$ cat src/rtl/alu8_pkg.sv
package alu8_pkg;
  localparam int unsigned OP_W = 4;
  localparam int unsigned FLG_W = 5;

  typedef enum logic [OP_W-1:0] {
    OP_ADC = 4'd0,
    OP_SBC = 4'd1,
    OP_CMP = 4'd2,
    OP_AND = 4'd3,
    OP_ORA = 4'd4,
    OP_EOR = 4'd5,
    OP_BIT = 4'd6,
    OP_ASL = 4'd7,
    OP_LSR = 4'd8,
    OP_ROL = 4'd9,
    OP_ROR = 4'd10
  } alu_op_e;

  typedef struct packed {
    logic n;
    logic v;
    logic d;
    logic z;
    logic c;
  } flags_t;

  typedef enum logic [1:0] {
    LG_AND = 2'd0,
    LG_OR  = 2'd1,
    LG_XOR = 2'd2
  } logic_sel_e;
endpackage

$ cat src/rtl/alu8_addsub.sv
module alu8_addsub #(
  parameter int unsigned W = 8
) (
  input  logic [W-1:0] a_i,
  input  logic [W-1:0] b_i,
  input  logic         inv_i,
  input  logic         cin_i,
  output logic [W-1:0] sum_o,
  output logic         cout_o,
  output logic         ovf_o
);
  logic [W-1:0] b_eff;
  logic [W:0]   full;

  assign b_eff = inv_i ? ~b_i : b_i;
  assign full  = {1'b0, a_i} + {1'b0, b_eff} + {{W{1'b0}}, cin_i};
  assign sum_o  = full[W-1:0];
  assign cout_o = full[W];
  // like-signed inputs producing an opposite-signed sum
  assign ovf_o  = (a_i[W-1] ~^ b_eff[W-1]) & (full[W-1] ^ a_i[W-1]);
endmodule

$ cat src/rtl/alu8_shift.sv
module alu8_shift #(
  parameter int unsigned W = 8
) (
  input  logic [W-1:0] val_i,
  input  logic         cin_i,
  input  logic         right_i,
  input  logic         rot_i,
  output logic [W-1:0] res_o,
  output logic         cout_o
);
  logic fill;

  assign fill = rot_i & cin_i;

  always_comb begin
    if (right_i) begin
      res_o  = {fill, val_i[W-1:1]};
      cout_o = val_i[0];
    end else begin
      res_o  = {val_i[W-2:0], fill};
      cout_o = val_i[W-1];
    end
  end
endmodule

$ cat src/rtl/alu8_logic.sv
module alu8_logic
  import alu8_pkg::*;
#(
  parameter int unsigned W = 8
) (
  input  logic [W-1:0] a_i,
  input  logic [W-1:0] b_i,
  input  logic_sel_e   sel_i,
  output logic [W-1:0] res_o
);
  for (genvar i = 0; i < W; i++) begin : g_bit
    always_comb begin
      unique case (sel_i)
        LG_OR:   res_o[i] = a_i[i] | b_i[i];
        LG_XOR:  res_o[i] = a_i[i] ^ b_i[i];
        default: res_o[i] = a_i[i] & b_i[i];
      endcase
    end
  end
endmodule

$ cat src/rtl/alu8_core.sv
module alu8_core
  import alu8_pkg::*;
#(
  parameter int unsigned W = 8
) (
  input  logic         clk_i,
  input  logic         rst_ni,
  input  logic         valid_i,
  input  logic [3:0]   op_i,
  input  logic [W-1:0] reg_i,
  input  logic [W-1:0] mem_i,
  input  logic [4:0]   flags_i,
  output logic         valid_o,
  output logic         wr_o,
  output logic [W-1:0] res_o,
  output logic [4:0]   flags_o
);
  alu_op_e      op;
  flags_t       f_in, f_nx, f_q;
  logic [W-1:0] add_sum, sh_res, lg_res, res_nx, res_q;
  logic         add_cout, add_ovf, sh_cout;
  logic         add_inv, add_cin, sh_right, sh_rot;
  logic_sel_e   lg_sel;
  logic         wr_nx, wr_q, valid_q;

  assign op   = alu_op_e'(op_i);
  assign f_in = flags_t'(flags_i);

  // compare reuses the subtract path with carry forced
  assign add_inv  = (op == OP_SBC) || (op == OP_CMP);
  assign add_cin  = (op == OP_CMP) ? 1'b1 : f_in.c;
  assign sh_right = (op == OP_LSR) || (op == OP_ROR);
  assign sh_rot   = (op == OP_ROL) || (op == OP_ROR);

  always_comb begin
    unique case (op)
      OP_ORA:  lg_sel = LG_OR;
      OP_EOR:  lg_sel = LG_XOR;
      default: lg_sel = LG_AND;
    endcase
  end

  alu8_addsub #(.W(W)) u_addsub (
    .a_i   (reg_i),
    .b_i   (mem_i),
    .inv_i (add_inv),
    .cin_i (add_cin),
    .sum_o (add_sum),
    .cout_o(add_cout),
    .ovf_o (add_ovf)
  );

  alu8_shift #(.W(W)) u_shift (
    .val_i  (mem_i),
    .cin_i  (f_in.c),
    .right_i(sh_right),
    .rot_i  (sh_rot),
    .res_o  (sh_res),
    .cout_o (sh_cout)
  );

  alu8_logic #(.W(W)) u_logic (
    .a_i  (reg_i),
    .b_i  (mem_i),
    .sel_i(lg_sel),
    .res_o(lg_res)
  );

  always_comb begin
    f_nx   = f_in;
    res_nx = '0;
    wr_nx  = 1'b0;
    unique case (op)
      OP_ADC, OP_SBC: begin
        res_nx = add_sum;
        wr_nx  = 1'b1;
        f_nx.c = add_cout;
        f_nx.v = add_ovf;
      end
      OP_CMP: begin
        res_nx = add_sum;
        f_nx.c = add_cout;
      end
      OP_AND, OP_ORA, OP_EOR: begin
        res_nx = lg_res;
        wr_nx  = 1'b1;
      end
      OP_BIT: res_nx = lg_res;
      OP_ASL, OP_LSR, OP_ROL, OP_ROR: begin
        res_nx = sh_res;
        wr_nx  = 1'b1;
        f_nx.c = sh_cout;
      end
      default: ;
    endcase
    if (op == OP_BIT) begin
      f_nx.n = mem_i[W-1];
      f_nx.v = mem_i[W-2];
      f_nx.z = (lg_res == '0);
    end else if (op <= OP_ROR) begin
      f_nx.n = res_nx[W-1];
      f_nx.z = (res_nx == '0);
    end
  end

  always_ff @(posedge clk_i or negedge rst_ni) begin
    if (!rst_ni) begin
      valid_q <= 1'b0;
      wr_q    <= 1'b0;
      res_q   <= '0;
      f_q     <= '0;
    end else begin
      valid_q <= valid_i;
      if (valid_i) begin
        wr_q  <= wr_nx;
        res_q <= res_nx;
        f_q   <= f_nx;
      end
    end
  end

  assign valid_o = valid_q;
  assign wr_o    = valid_q & wr_q;
  assign res_o   = res_q;
  assign flags_o = f_q;
endmodule

$ cat config.mk
export PLATFORM = sky130hd
export DESIGN_NAME = alu8_core
export DESIGN_NICKNAME = d
export VERILOG_FILES = /design/src/rtl/alu8_pkg.sv /design/src/rtl/alu8_addsub.sv /design/src/rtl/alu8_shift.sv /design/src/rtl/alu8_logic.sv /design/src/rtl/alu8_core.sv
export SDC_FILE = /design/constraint.sdc
export NUM_CORES = 1
export LEC_CHECK = 0
export ABC_AREA = 1
export ABC_CLOCK_PERIOD_IN_PS = 800
export BUFFER_PORTS_ARGS = -buffer_cell sky130_fd_sc_hd__clkbuf_2
export CAP_MARGIN = 20
export CORE_UTILIZATION = 45
export CTS_CLUSTER_SIZE = 20
export DETAILED_ROUTE_END_ITERATION = 12
export PLACE_DENSITY = 0.83
export SETUP_SLACK_MARGIN = 0.4
export SLEW_MARGIN = 20
export SYNTH_ARGS = -nofsm -noshare
export SYNTH_HDL_FRONTEND = slang
export SYNTH_SLANG_ARGS = --single-unit
$ cat constraint.sdc
create_clock -name clk_i -period 0.8 [get_ports clk_i]
set_clock_uncertainty 0.15 [all_clocks]
set_input_delay 0.12 -clock clk_i [delete_from_list [all_inputs] [get_ports clk_i]]
set_output_delay 0.12 -clock clk_i [all_outputs]
set_load 0.05 [all_outputs]
-- Word-level counts from Yosys, hierarchy flattened
Index checks and enable logic that the tools add are counted.
- word-level logic and storage cells: 86
- latch bits: 0
- memories: 0
- memory bits (read-only): 0
- output and inout bits: 15
- bits in registers: 15
- RAM bits: 0
- bitwise gates (word level): 30
- reduce and logical (&&, ||, !) cells: 11
- mux-type cells: 22
- $lt $le $gt $ge: 1
- $add $sub $neg: 2
- multiply operators: 0
- shift operators: 0
- divide/modulo/power cells: 0
- equal/unequal tests: 12
- operators with widths (cell ; number):
    $pmux W8 S3 ; 1
    $pmux W1 S2 ; 9
    $eq A4 B3 Y1 const B ; 4
    $logic_not A8 Y1 ; 2
    $mux W8 ; 2
    $eq A4 B4 Y1 const B ; 3
    $and A1 B1 Y1 ; 11
    $add A8 B8 Y9 ; 1
    $add A9 B1 Y9 ; 1
    $mux W1 ; 9
    $reduce_or A9 Y1 ; 1
    $xor A1 B1 Y1 ; 9
    $eq A4 B2 Y1 const B ; 2
    $not A8 Y8 ; 1
    $or A1 B1 Y1 ; 8
    $reduce_or A4 Y1 ; 2
    $eq A4 B1 Y1 const B ; 1
    $le A4 B4 Y1 const B ; 1
    $logic_not A4 Y1 ; 1
    $pmux W2 S2 ; 1
    $logic_or A1 B1 Y1 ; 3
    $reduce_or A3 Y1 ; 1
    $eq A2 B1 Y1 const B ; 1
    $eq A2 B2 Y1 const B ; 1
    other kinds (2) ; 2

-- Longest topological paths before layout
Gate-level depths: netlist (run 1).
- word-level depth: 9
- gate-level depth with buffers: 21
- gate-level depth less buffers: 21

-- Hierarchy
A second synthesis (run 1) with hierarchy kept.
- cell total of the unflattened synthesis: 342
- area, all modules: 2120.8 um^2
- by module, submodules not included (module ; instances ; area each (um^2) ; cells an instance):
    alu8_core ; 1 ; 1003.5 ; 145
    alu8_logic ; 1 ; 533.0 ; 96
    alu8_addsub ; 1 ; 460.4 ; 72
    alu8_shift ; 1 ; 123.9 ; 29

-- Worst setup path before layout (run 1)
OpenSTA, ideal clock, no wires.
- path type: input to register
- start point: input op_i[3]
- end point: register f_q (netlist bit flags_o[1])
- buffers on the path: 0
- slack: -1.795 ns
- arrival: 2.328 ns
- setup time: 0.118 ns
- stages on the path: 17
- required time: 0.532 ns
- cell sequence: nor2_1 -> nand2_2 -> inv_2 -> nand2_2 -> xor2_1 -> fa_1 -> inv_1 -> fa_1 -> or2_1 -> nand4_1 -> nor2_1 -> nand2_1 -> nor2_1 -> nand2_1 -> nand2_1 -> nand2_1 -> nand2_1
- longest elaborated chain between the ends: 9
- ends and longest elaborated chain (what ; line ; RTL):
    start: declaration ; alu8_core.sv:9 ; input logic [3:0] op_i,
    $eq A4 B1 Y1 or $eq A4 B2 Y1 (tied branches) ; alu8_core.sv:30, alu8_core.sv:73, alu8_core.sv:31 ;
    $logic_or A1 B1 Y1 ; alu8_core.sv:30 ; assign add_inv = (op == OP_SBC) || (op == OP_CMP);
    $mux W8 ; alu8_addsub.sv:15 ; assign b_eff = inv_i ? ~b_i : b_i;
    $add A8 B8 Y9 ; alu8_addsub.sv:16 ; assign full = {1'b0, a_i} + {1'b0, b_eff} + {{W{1'b0}}, cin_i};
    $add A9 B1 Y9 ; alu8_addsub.sv:16 ;
    $pmux W8 S3 ; alu8_core.sv:73 ; unique case (op)
    $logic_not A8 Y1 ; alu8_core.sv:102 ; f_nx.z = (res_nx == '0);
    $mux W1 ; alu8_core.sv:100 ; end else if (op <= OP_ROR) begin
    $mux W1 * ; alu8_core.sv:96 ; if (op == OP_BIT) begin
    end signal: assignment ; alu8_core.sv:117 ; f_q <= f_nx;
    end: declaration ; alu8_core.sv:19 ; flags_t f_in, f_nx, f_q;
Every way passes the cells marked *; elsewhere a longest branch is shown, timed or not.
A chain may end at the register's enable or synchronous reset.

-- Worst setup path in the final report (run 1)
- start point: input op_i[2]
- end point: register f_q (netlist bit flags_o[0])
- longest elaborated chain between the ends: 6
- ends and longest elaborated chain (what ; line):
    $eq A4 B1 Y1 or $eq A4 B2 Y1 (tied branches) ; alu8_core.sv:30, alu8_core.sv:73, alu8_core.sv:31
    $logic_or A1 B1 Y1 ; alu8_core.sv:30
    $mux W8 ; alu8_addsub.sv:15
    $add A8 B8 Y9 ; alu8_addsub.sv:16
    $add A9 B1 Y9 ; alu8_addsub.sv:16
    $pmux W1 S2 * ; alu8_core.sv:73
Marks and branches as above.

==> results of run 1 <==
[report_power, final]
group | leakage (nW) | switching (mW) | total [mW] | internal (mW)
registers | 0.170 | 0.0967 | 0.970 | 0.874
clock network | 0.0255 | 0.310 | 0.658 | 0.348
logic | 1.69 | 1.59 | 2.82 | 1.23
total | 1.88 | 1.99 | 4.45 | 2.45
[cell type report]
| class | instances | area (µm²) |
|---|---|---|
| clock buffers | 3 | 41.3 |
| clock inverters | 1 | 5.00 |
| fillers | 187 | 558 |
| inverters | 51 | 220 |
| multi-input cells | 235 | 1660 |
| flip-flops and latches | 15 | 392 |
| well taps | 50 | 62.6 |
| repair buffers | 136 | 1170 |
[placed cells by master, fill, tap and decap left out, types with 5 or more instances in the layout]
master	count
nand2_2	16
clkbuf_8	6
nor2_1	16
buf_6	10
inv_2	8
nand3_2	11
ha_1	26
dfrtp_2	13
o211ai_1	8
buf_4	83
buf_8	16
nand3_1	20
inv_1	34
xor2_1	7
o21ai_0	5
nand2_1	78
clkbuf_2	22
[worst paths after layout]
path / start / to / slack (ns) / cells past startpoint
setup reg to reg: res_o[2] / res_o[2] / -0.14 / 3
min in group clk_i: flags_i[2] / flags_o[2] / -0.05 / 3
hold / removal: rst_ni / flags_o[1] / -0.40 / 1
max in group asynchronous: rst_ni / res_o[2] / 0.60 / 1
setup / recovery: op_i[2] / flags_o[0] / -1.60 / 18
hold reg to reg: flags_o[0] / flags_o[0] / 0.36 / 2
[state kept, by name, summed over array words and instances (netlist names)]
| name | flops |
|---|---|
| wr_q | 1 |
| valid_o | 1 |
| flags_o | 5 |
| res_o | 8 |
[cell families (layout without fill, tap and decap cells)]
kind of cell	Yosys count	in the layout
AO/OA/AOI/OAI	31	31
AND/OR/NAND/NOR	167	167
buffers and inverters	56	191
adder cells (fa/ha/maj)	29	29
flip-flops	15	15
XOR/XNOR	8	8
[metrics by stage]
stage	cell area (µm²)	setup slack [ns]	TNS, ns	util	power, mW
floorplan	2120	-1.52	-14.99	-	2.12
global placement	2930	-1.72	-20.64	0.712	2.84
detailed placement	2930	-1.82	-21.67	0.712	2.91
CTS	3380	-1.40	-19.84	0.822	3.93
global route	3560	-1.76	-23.64	0.864	4.62
finish	3560	-1.60	-22.01	0.864	4.45
[Yosys cell counts]
| master | instances | area [µm²] |
|---|---|---|
| nand2_1 | 95 | 357 |
| inv_1 | 47 | 176 |
| nand3_1 | 32 | 160 |
| ha_1 | 27 | 338 |
| nor2_1 | 19 | 71.3 |
| dfrtp_1 | 15 | 375 |
| o21ai_0 | 11 | 55.1 |
| o211ai_1 | 8 | 60.1 |
| xor2_1 | 8 | 70.1 |
| a21oi_1 | 5 | 25.0 |
| nand2_2 | 5 | 31.3 |
| or2_2 | 4 | 25.0 |
| a31oi_1 | 3 | 18.8 |
| clkinv_1 | 3 | 11.3 |
| nand3b_1 | 3 | 22.5 |
| nor3_1 | 3 | 15.0 |
| buf_6 | 2 | 22.5 |
| fa_1 | 2 | 40.0 |
| o21ai_1 | 2 | 10.0 |
| or2_1 | 2 | 12.5 |
| a41oi_1 | 1 | 8.76 |
| buf_4 | 1 | 7.51 |
| clkbuf_1 | 1 | 3.75 |
| clkbuf_8 | 1 | 13.8 |
| inv_2 | 1 | 3.75 |
| nand3_2 | 1 | 10.0 |
| nand3_4 | 1 | 17.5 |
| nand4_1 | 1 | 6.26 |
| nor2_2 | 1 | 6.26 |
| o21bai_1 | 1 | 7.51 |
[per-layer routing]
layer / wire length [µm] / GRT usage / up-vias / share of wire
met2: 4460 / 0.632 / 233 / 0.48
met1: 3350 / 0.391 / 1329 / 0.36
li1: - / - / 1244 / -
met5: 0 / 0 / - / 0
met4: 745 / 0.229 / 0 / 0.079
met3: 824 / 0.0417 / 83 / 0.088
[repair_timing]
item / CTS / global route
endpoints found under the hold margin: 17 / 17
pin swaps: 15 / 24
gates resized for setup: 79 / 45
buffers inserted: 12 / 5
setup endpoints to repair: 30 / 29
==> results.md, run 1 <==
- Die width: 68.4 µm
- Num rows: 23
- Vias in the first global route: 2671
- Die height: 68.4 µm
- Data required, critical path: between 0.8 and 0.9 ns
- Final hold slack: -0.400 ns
- Final nets: 499
- WP data arrival: between 2 and 2.5 ns
- Clk_lat worst skew: 0.27 ns
- Total gr overflow: 0
- Register area share after synthesis: 0.189
- Io pins: 43
- Measured slew at the worst slew-check pin: 0.369 ns
- Slew Viols, Final: 0
- WP buf/inv: 3
- Syn Inst Count: 306
- CP Cell Sequence: buf_8, nor2_4, nand2_4, inv_4, nand2_8, buf_12, xor2_1, ha_1, a21oi_1, nand2_2, nand2_2, nand2_2, nand2_2, nand2_2, a21oi_2, o21ai_1, o21ai_1, nand2_1
- Final setup margin: -1.60 ns
- Max-cap violation count: 0
- CTS max path bufs: 2
- Layout area overhead: 79.5%
- CP Max Fanout: 5
- Crit-path slowest cell: ha_1
- Adder-Cell Fraction of Synth Area: 0.191
- RD Place Congestion: 0.915
- CTS HTree Levels: 1
- Crit path largest cell delay: between 0.3 and 0.4 ns
- Routed Antenna Nets: 0
- Clk sinks: 15
- Rel. slew slack: 0.754
- Die area: 4670 µm²
- Tmin final: 2.40 ns
- Pre-antenna DRT Iters: 7
- Peak supply drop: 0.718 mV
- Synthesis Warnings: 0
- Post-Place Cells: 470
- Pwr Density: around 1300 nW/µm²
- DRC violations left: 0
- Tcrit/Tclk final: 3.00
- Cts bufs inserted: 3
- Multiplexer area fraction after synthesis: 0
- Max Clock Freq: about 420 MHz
- Final WL: 9380 µm
- RSZ-0062 raised after global routing: yes
- Distinct cell type count after synthesis: 30
- Status: finished with violations
- Initial antenna violation count: 0
- Placeable Area: 4120 µm²
- Wire per inst: 19.1 µm
- Hold Vio Cnt, Final: 17
- Failing checks: negative hold slack, negative setup slack
- Nature of the critical path endpoint: flip-flop
- Mapped Nets: 363
- Root Buffer: clkbuf_8
- Via count: 2889
- Syn_area_per_cell: 6.48 µm²
- Family with the most delay on the worst path: simple AND/OR/NAND/NOR gates
- Netlist Area Pre-Place: around 2000 µm²
- CP most frequent cell: nand2_2
- DPL Wire Length: 5020 µm
- Number of diodes: 0
- Reg clk slew, reported paths: 0.07 ns
- Xor/xnor share of the synthesized area: 0.0354
- Layout cell share with drive strength beyond 1: 0.512
- Synth Area in Compound Gates: 0.0934
- Starting density of the core: 0.482
- TritonCTS clock tree: done
- Pin count of the biggest net entering global routing: 16
- Tightest Hold Check Type: in2async
- WS Path Type: in2reg
- All-Layer GR Usage: 0.354
- Vias per cell: around 5.9
- Leak Pwr: 1.88 nW
- Largest family of logic cells by synthesized area: simple AND/OR/NAND/NOR gates
- Buffers on Ports: 42
- Synth Area in Simple Gates: 0.371
- Worst setup SP type: primary input
- First DRT Iteration DRCs: 269
- Non-Filler Instances: 491
- Global-route wire length before repair: 12100 µm
- # setup viols final: 29
- Post-synthesis register bit count: 15
No activity file was read; power rests on OpenSTA's default activity.
==> inputs of run 2 (changes only) <==
--- a/config.mk
+++ b/config.mk
@@ -13,6 +13,7 @@
 export CTS_CLUSTER_SIZE = 20
 export DETAILED_ROUTE_END_ITERATION = 12
 export PLACE_DENSITY = 0.83
+export REMOVE_ABC_BUFFERS = 1
 export SETUP_SLACK_MARGIN = 0.4
 export SLEW_MARGIN = 20
 export SYNTH_ARGS = -nofsm -noshare
==> results.md, run 2 (same netlist as run 1, synthesis figures left out) <==
- Non-Filler Instances: slightly above 500
- Starting density of the core: 0.482
- WS Path Type: in2reg
- RSZ-0062 raised after global routing: yes
- Total gr overflow: 0
- Clk_lat worst skew: 0.27 ns
- Dpl ws: -1.81 ns
- Tightest Hold Check Type: in2async
- Pin count of the biggest net entering global routing: 19
- Routed Antenna Nets: 0
- Post-Place Cells: ~470
- Pre-antenna DRT Iters: 6
- Final hold slack: -0.377 ns
- Root Buffer: clkbuf_8
- Slew Viols, Final: 0
- RD Place Congestion: 0.968
- Buffers on Ports: 42
- Placed Area: roughly 2800 µm²
- Failing checks: negative hold slack, negative setup slack
- Overall Power: 4.78 mW
- Met3 Track Usage GR: 0.110
- Clk sinks: 15
- DPL Wire Length: 5070 µm
- CTS max path bufs: 2
- Via count: 3282
- Tcrit/Tclk final: 3.30
- Final WL: 12200 µm
- Leak Pwr: 1.98 nW
- Rel. slew slack: 0.707
- Die width: 68.4 µm
- Placeable Area: 4120 µm²
- Pwr Density: approximately 1300 nW/µm²
- DRC violations left: 0
- Nature of the critical path endpoint: flip-flop
- Final setup margin: -1.84 ns
- Final nets: 517
- Data required, critical path: roughly 0.86 ns
- Commonest non-fill, non-tap cell in the layout: buf_4
- Global-route wire length before repair: 13800 µm
- Tmin final: 2.64 ns
- Io pins: 43
- Layout area overhead: 86.2%
- Gr busiest metal: met2
- Num rows: 23
- Vias per cell: 6.45
- Final Cell Area: 3690 µm²
- Max Clock Freq: 379 MHz
- Max-cap violation count: 0
- Max reg flops: 8
- # setup viols final: 29
- Sum Neg Setup Slack: -24.24 ns
- Layout cell share with drive strength beyond 1: 0.521
- CTS HTree Levels: 1
- Cts bufs inserted: 3
- Initial antenna violation count: 0
- Fillers: 175
- Reg2reg path depth: 3
- Grt met2 use: 0.675
- Wire per inst: 24.1 µm
- Finished Core Util: 0.897
- CP Max Fanout: 4
- Worst r2r src: res_o[1]
- Vias in the first global route: 2868
- Number of diodes: 0
- Commonest cells after routing, fill and taps aside: 99 x buf_4, 77 x nand2_1, 36 x inv_1, 23 x clkbuf_2, 22 x ha_1
- Met1 usage in global routing: 0.479
- Worst setup SP type: primary input
- First DRT Iteration DRCs: 642
- Hold Vio Cnt, Final: 16
- Reg-to-reg endpoint: res_o[1]
- WP data arrival: 2.70 ns
- Status: finished with violations
- All-Layer GR Usage: 0.414
- Die height: between 60 and 70 µm
- Reg clk slew, reported paths: 0.09 ns
- Measured slew at the worst slew-check pin: 0.440 ns
- Die area: 4670 µm²
- TritonCTS clock tree: done
- Worst reg2reg setup slack: -0.34 ns
- Peak supply drop: 1.29 mV
run 2: cell types whose count changed in the layout (fill, tap and decap cells not counted), moves of 5 or more:
cell / delta
buf_4: +16
dfrtp_2: -13
nand2_2: +5
dfrtp_1: +13
run 2: worst max-delay path by stage:
| stage | from | end | slack, ns | cells past startpoint |
|---|---|---|---|---|
| floorplan | op_i[3] | flags_o[1] | -1.80 | 17 |
| global placement | op_i[3] | flags_o[1] | -1.76 | 18 |
| detailed placement | op_i[3] | flags_o[1] | -1.81 | 18 |
| CTS | op_i[2] | flags_o[1] | -1.43 | 18 |
| global route | op_i[3] | flags_o[1] | -2.00 | 19 |
| finish | op_i[3] | flags_o[1] | -1.84 | 21 |
run 2: report_power, final:
group / switching [mW] / total [mW] / leakage, nW / internal (mW)
clock network: 0.344 / 0.692 / 0.0255 / 0.347
logic: 1.76 / 3.11 / 1.77 / 1.35
registers: 0.126 / 0.982 / 0.185 / 0.856
run 2: cell type report:
type / count / area, µm² / share of cell area
clock buffer: 3 / 41.3 / 0.0112
clock inverter: 1 / 5.00 / 0.00136
inverter: 51 / 203 / 0.0549
multi-input combinational: 235 / 1690 / 0.459
sequential: 15 / 375 / 0.102
tap: 50 / 62.6 / 0.0169
timing repair buffer: 154 / 1310 / 0.355
run 2: worst max-delay path, cell delays in order:
cell,delay [ns]
buf_8,0.10
nor2_4,0.12
nand2_2,0.07
inv_2,0.09
nand2_4,0.09
buf_4,0.17
xor2_4,0.17
inv_1,0.09
ha_1,0.30
nand2_1,0.10
nand2_2,0.17
nand3_1,0.14
nand3_1,0.14
nand3_2,0.18
nor2_2,0.16
nand2_1,0.12
nor2_2,0.10
nand2_1,0.08
nand2_2,0.08
nand2_2,0.05
nand2_1,0.06
run 2: timing repair:
item | CTS | global route
pin swaps | 24 | 30
buffers inserted | 18 | 18
setup endpoints to repair | 30 | 30
cloned | 0 | 1
gates resized for setup | 85 | 74
hold endpoints to repair | 16 | 16
run 2: per-layer routing:
metal | wire [µm] | up-vias
li1 | - | 1276
met1 | 3780 | 1437
met5 | 0 | -
met2 | 5240 | 402
met3 | 1840 | 167
met4 | 1390 | 0
==> inputs of run 3 (changes only) <==
--- a/config.mk
+++ b/config.mk
@@ -7,7 +7,7 @@
 export LEC_CHECK = 0
 export ABC_AREA = 1
 export ABC_CLOCK_PERIOD_IN_PS = 800
-export BUFFER_PORTS_ARGS = -buffer_cell sky130_fd_sc_hd__clkbuf_2
+export BUFFER_PORTS_ARGS = -buffer_cell sky130_fd_sc_hd__buf_2
 export CAP_MARGIN = 20
 export CORE_UTILIZATION = 45
 export CTS_CLUSTER_SIZE = 20
==> results.md, run 3 (same netlist as run 1, synthesis figures left out) <==
- TritonCTS clock tree: done
- Final WL: 11700 µm
- CP Max Fanout: 4
- Final setup margin: -1.91 ns
- Metal2 WL: 4980 µm
- RD Place Congestion: 0.913
- Io pins: 43
- Pin count of the biggest net entering global routing: 16
- Clk sinks: 15
- Status: finished with violations
- Vias per cell: 6.59
- Die area: 4670 µm²
- Commonest cells after routing, fill and taps aside: 82 x buf_4, 68 x nand2_1, 34 x inv_1, 33 x buf_6, 27 x nand2_2
- Data required, critical path: slightly below 0.8 ns
- Commonest non-fill, non-tap cell in the layout: buf_4
- First DRT Iteration DRCs: 571
- Via count: 3275
- Total gr overflow: 0
- Nature of the critical path endpoint: flip-flop
- Final hold slack: -0.388 ns
- Wire per inst: 23.5 µm
- Routed Antenna Nets: 0
- Placeable Area: 4120 µm²
- Buffers on Ports: 42
- Slew Viols, Final: 0
- Reg clk slew, reported paths: approximately 0.08 ns
- DR WL met3: 1750 µm
- Fillers: roughly 160
- Dpl ws: -1.92 ns
- Final nets: ~500
- Max Clock Freq: around 370 MHz
- CTS HTree Levels: 1
- Max reg flops: 8
- Max-cap violation count: 0
- Register Area: 375 µm²
- Num rows: 23
- Peak supply drop: 0.904 mV
- CTS max path bufs: 2
- All-Layer GR Usage: 0.417
- Leak Pwr: 1.92 nW
- Tightest Hold Check Type: in2async
- Tmin final: 2.71 ns
- Global-route wire length before repair: 14100 µm
- WL met1: 3670 µm
- Sum Neg Setup Slack: -24.66 ns
- Overall Power: 4.78 mW
- Multi-input combinational cell area: ~1800 µm²
- Root Buffer: clkbuf_8
- Highest routed layer: met4
- Worst setup SP type: primary input
- Die width: 68.4 µm
- Measured slew at the worst slew-check pin: 0.376 ns
- # setup viols final: 29
- Rel. slew slack: 0.750
- Cts bufs inserted: 3
- Tcrit/Tclk final: 3.39
- DRC violations left: 0
- WP data arrival: between 2 and 3 ns
- Vias in the first global route: 3007
- Hold Vio Cnt, Final: 16
- DPL Wire Length: 4780 µm
- RSZ-0062 raised after global routing: yes
- Initial antenna violation count: 2
- Starting density of the core: 0.482
- Die height: 68.4 µm
- Number of diodes: 0
- Pwr Density: 1310 nW/µm²
- Layout cell share with drive strength beyond 1: 0.546
- Clk_lat worst skew: about 0.26 ns
- WS Path Type: in2reg
- Layout area overhead: 84.0%
- Pre-antenna DRT Iters: 8
- Failing checks: negative hold slack, negative setup slack
run 3: power by group:
part / switching [mW] / internal (mW)
combinational: 1.84 / 1.32
sequential: 0.100 / 0.856
clock: 0.318 / 0.346
run 3: final timing paths:
check | from | slack [ns] | end | cells past startpoint
hold reg to reg | flags_o[3] | 0.37 | flags_o[3] | 2
max in group asynchronous | rst_ni | 0.60 | valid_o | 1
setup reg to reg | res_o[5] | -0.29 | res_o[5] | 3
min in group clk_i | flags_i[2] | -0.04 | flags_o[2] | 3
hold / removal | rst_ni | -0.39 | res_o[4] | 1
setup / recovery | op_i[3] | -1.91 | flags_o[0] | 20
run 3: layout make-up:
cell class | instances | area share
Clock buffer | 3 | 0.0113
Clock inverter | 1 | 0.00137
Inverter | 51 | 0.0539
Multi-Input combinational cell | 235 | 0.492
Sequential cell | 15 | 0.103
Tap cell | 50 | 0.0172
Timing Repair Buffer | 142 | 0.321
run 3: timing repair:
item	in CTS	in global routing
setup endpoints to repair	30	29
setup buffers	17	9
resized for setup	102	62
pin swaps	40	43
cloned	1	0
hold endpoints to repair	17	16
run 3: metal layers:
metal,up-vias,track usage
met5,-,0
met2,434,0.689
met1,1428,0.430
met4,0,0.289
met3,158,0.163
li1,1255,-
run 3: worst max-delay path: stages:
cell and delay (ns):
buf_8 0.10, nor2_4 0.13, nand2_2 0.09, inv_2 0.11, nand2_4 0.09, buf_6 0.15
xor2_1 0.16, ha_1 0.39, buf_4 0.17, buf_4 0.14, nand2_1 0.09, inv_1 0.08
nand2_2 0.09, nand2_2 0.06, nand2_2 0.10, nand2_1 0.07, a21oi_2 0.13, o21ai_1 0.10
o21ai_1 0.22, nand2_1 0.11
run 3: per-stage QoR:
step	hold WS (ns)	utilization	instances	instance area [µm²]
after floorplan	-0.326	-	301	1930
after global placement	-0.119	0.673	466	2770
after detailed placement	-0.107	0.673	466	2770
after CTS	-0.378	0.804	488	3310
after global routing	-0.374	0.886	497	3650
final	-0.388	0.886	497	3650
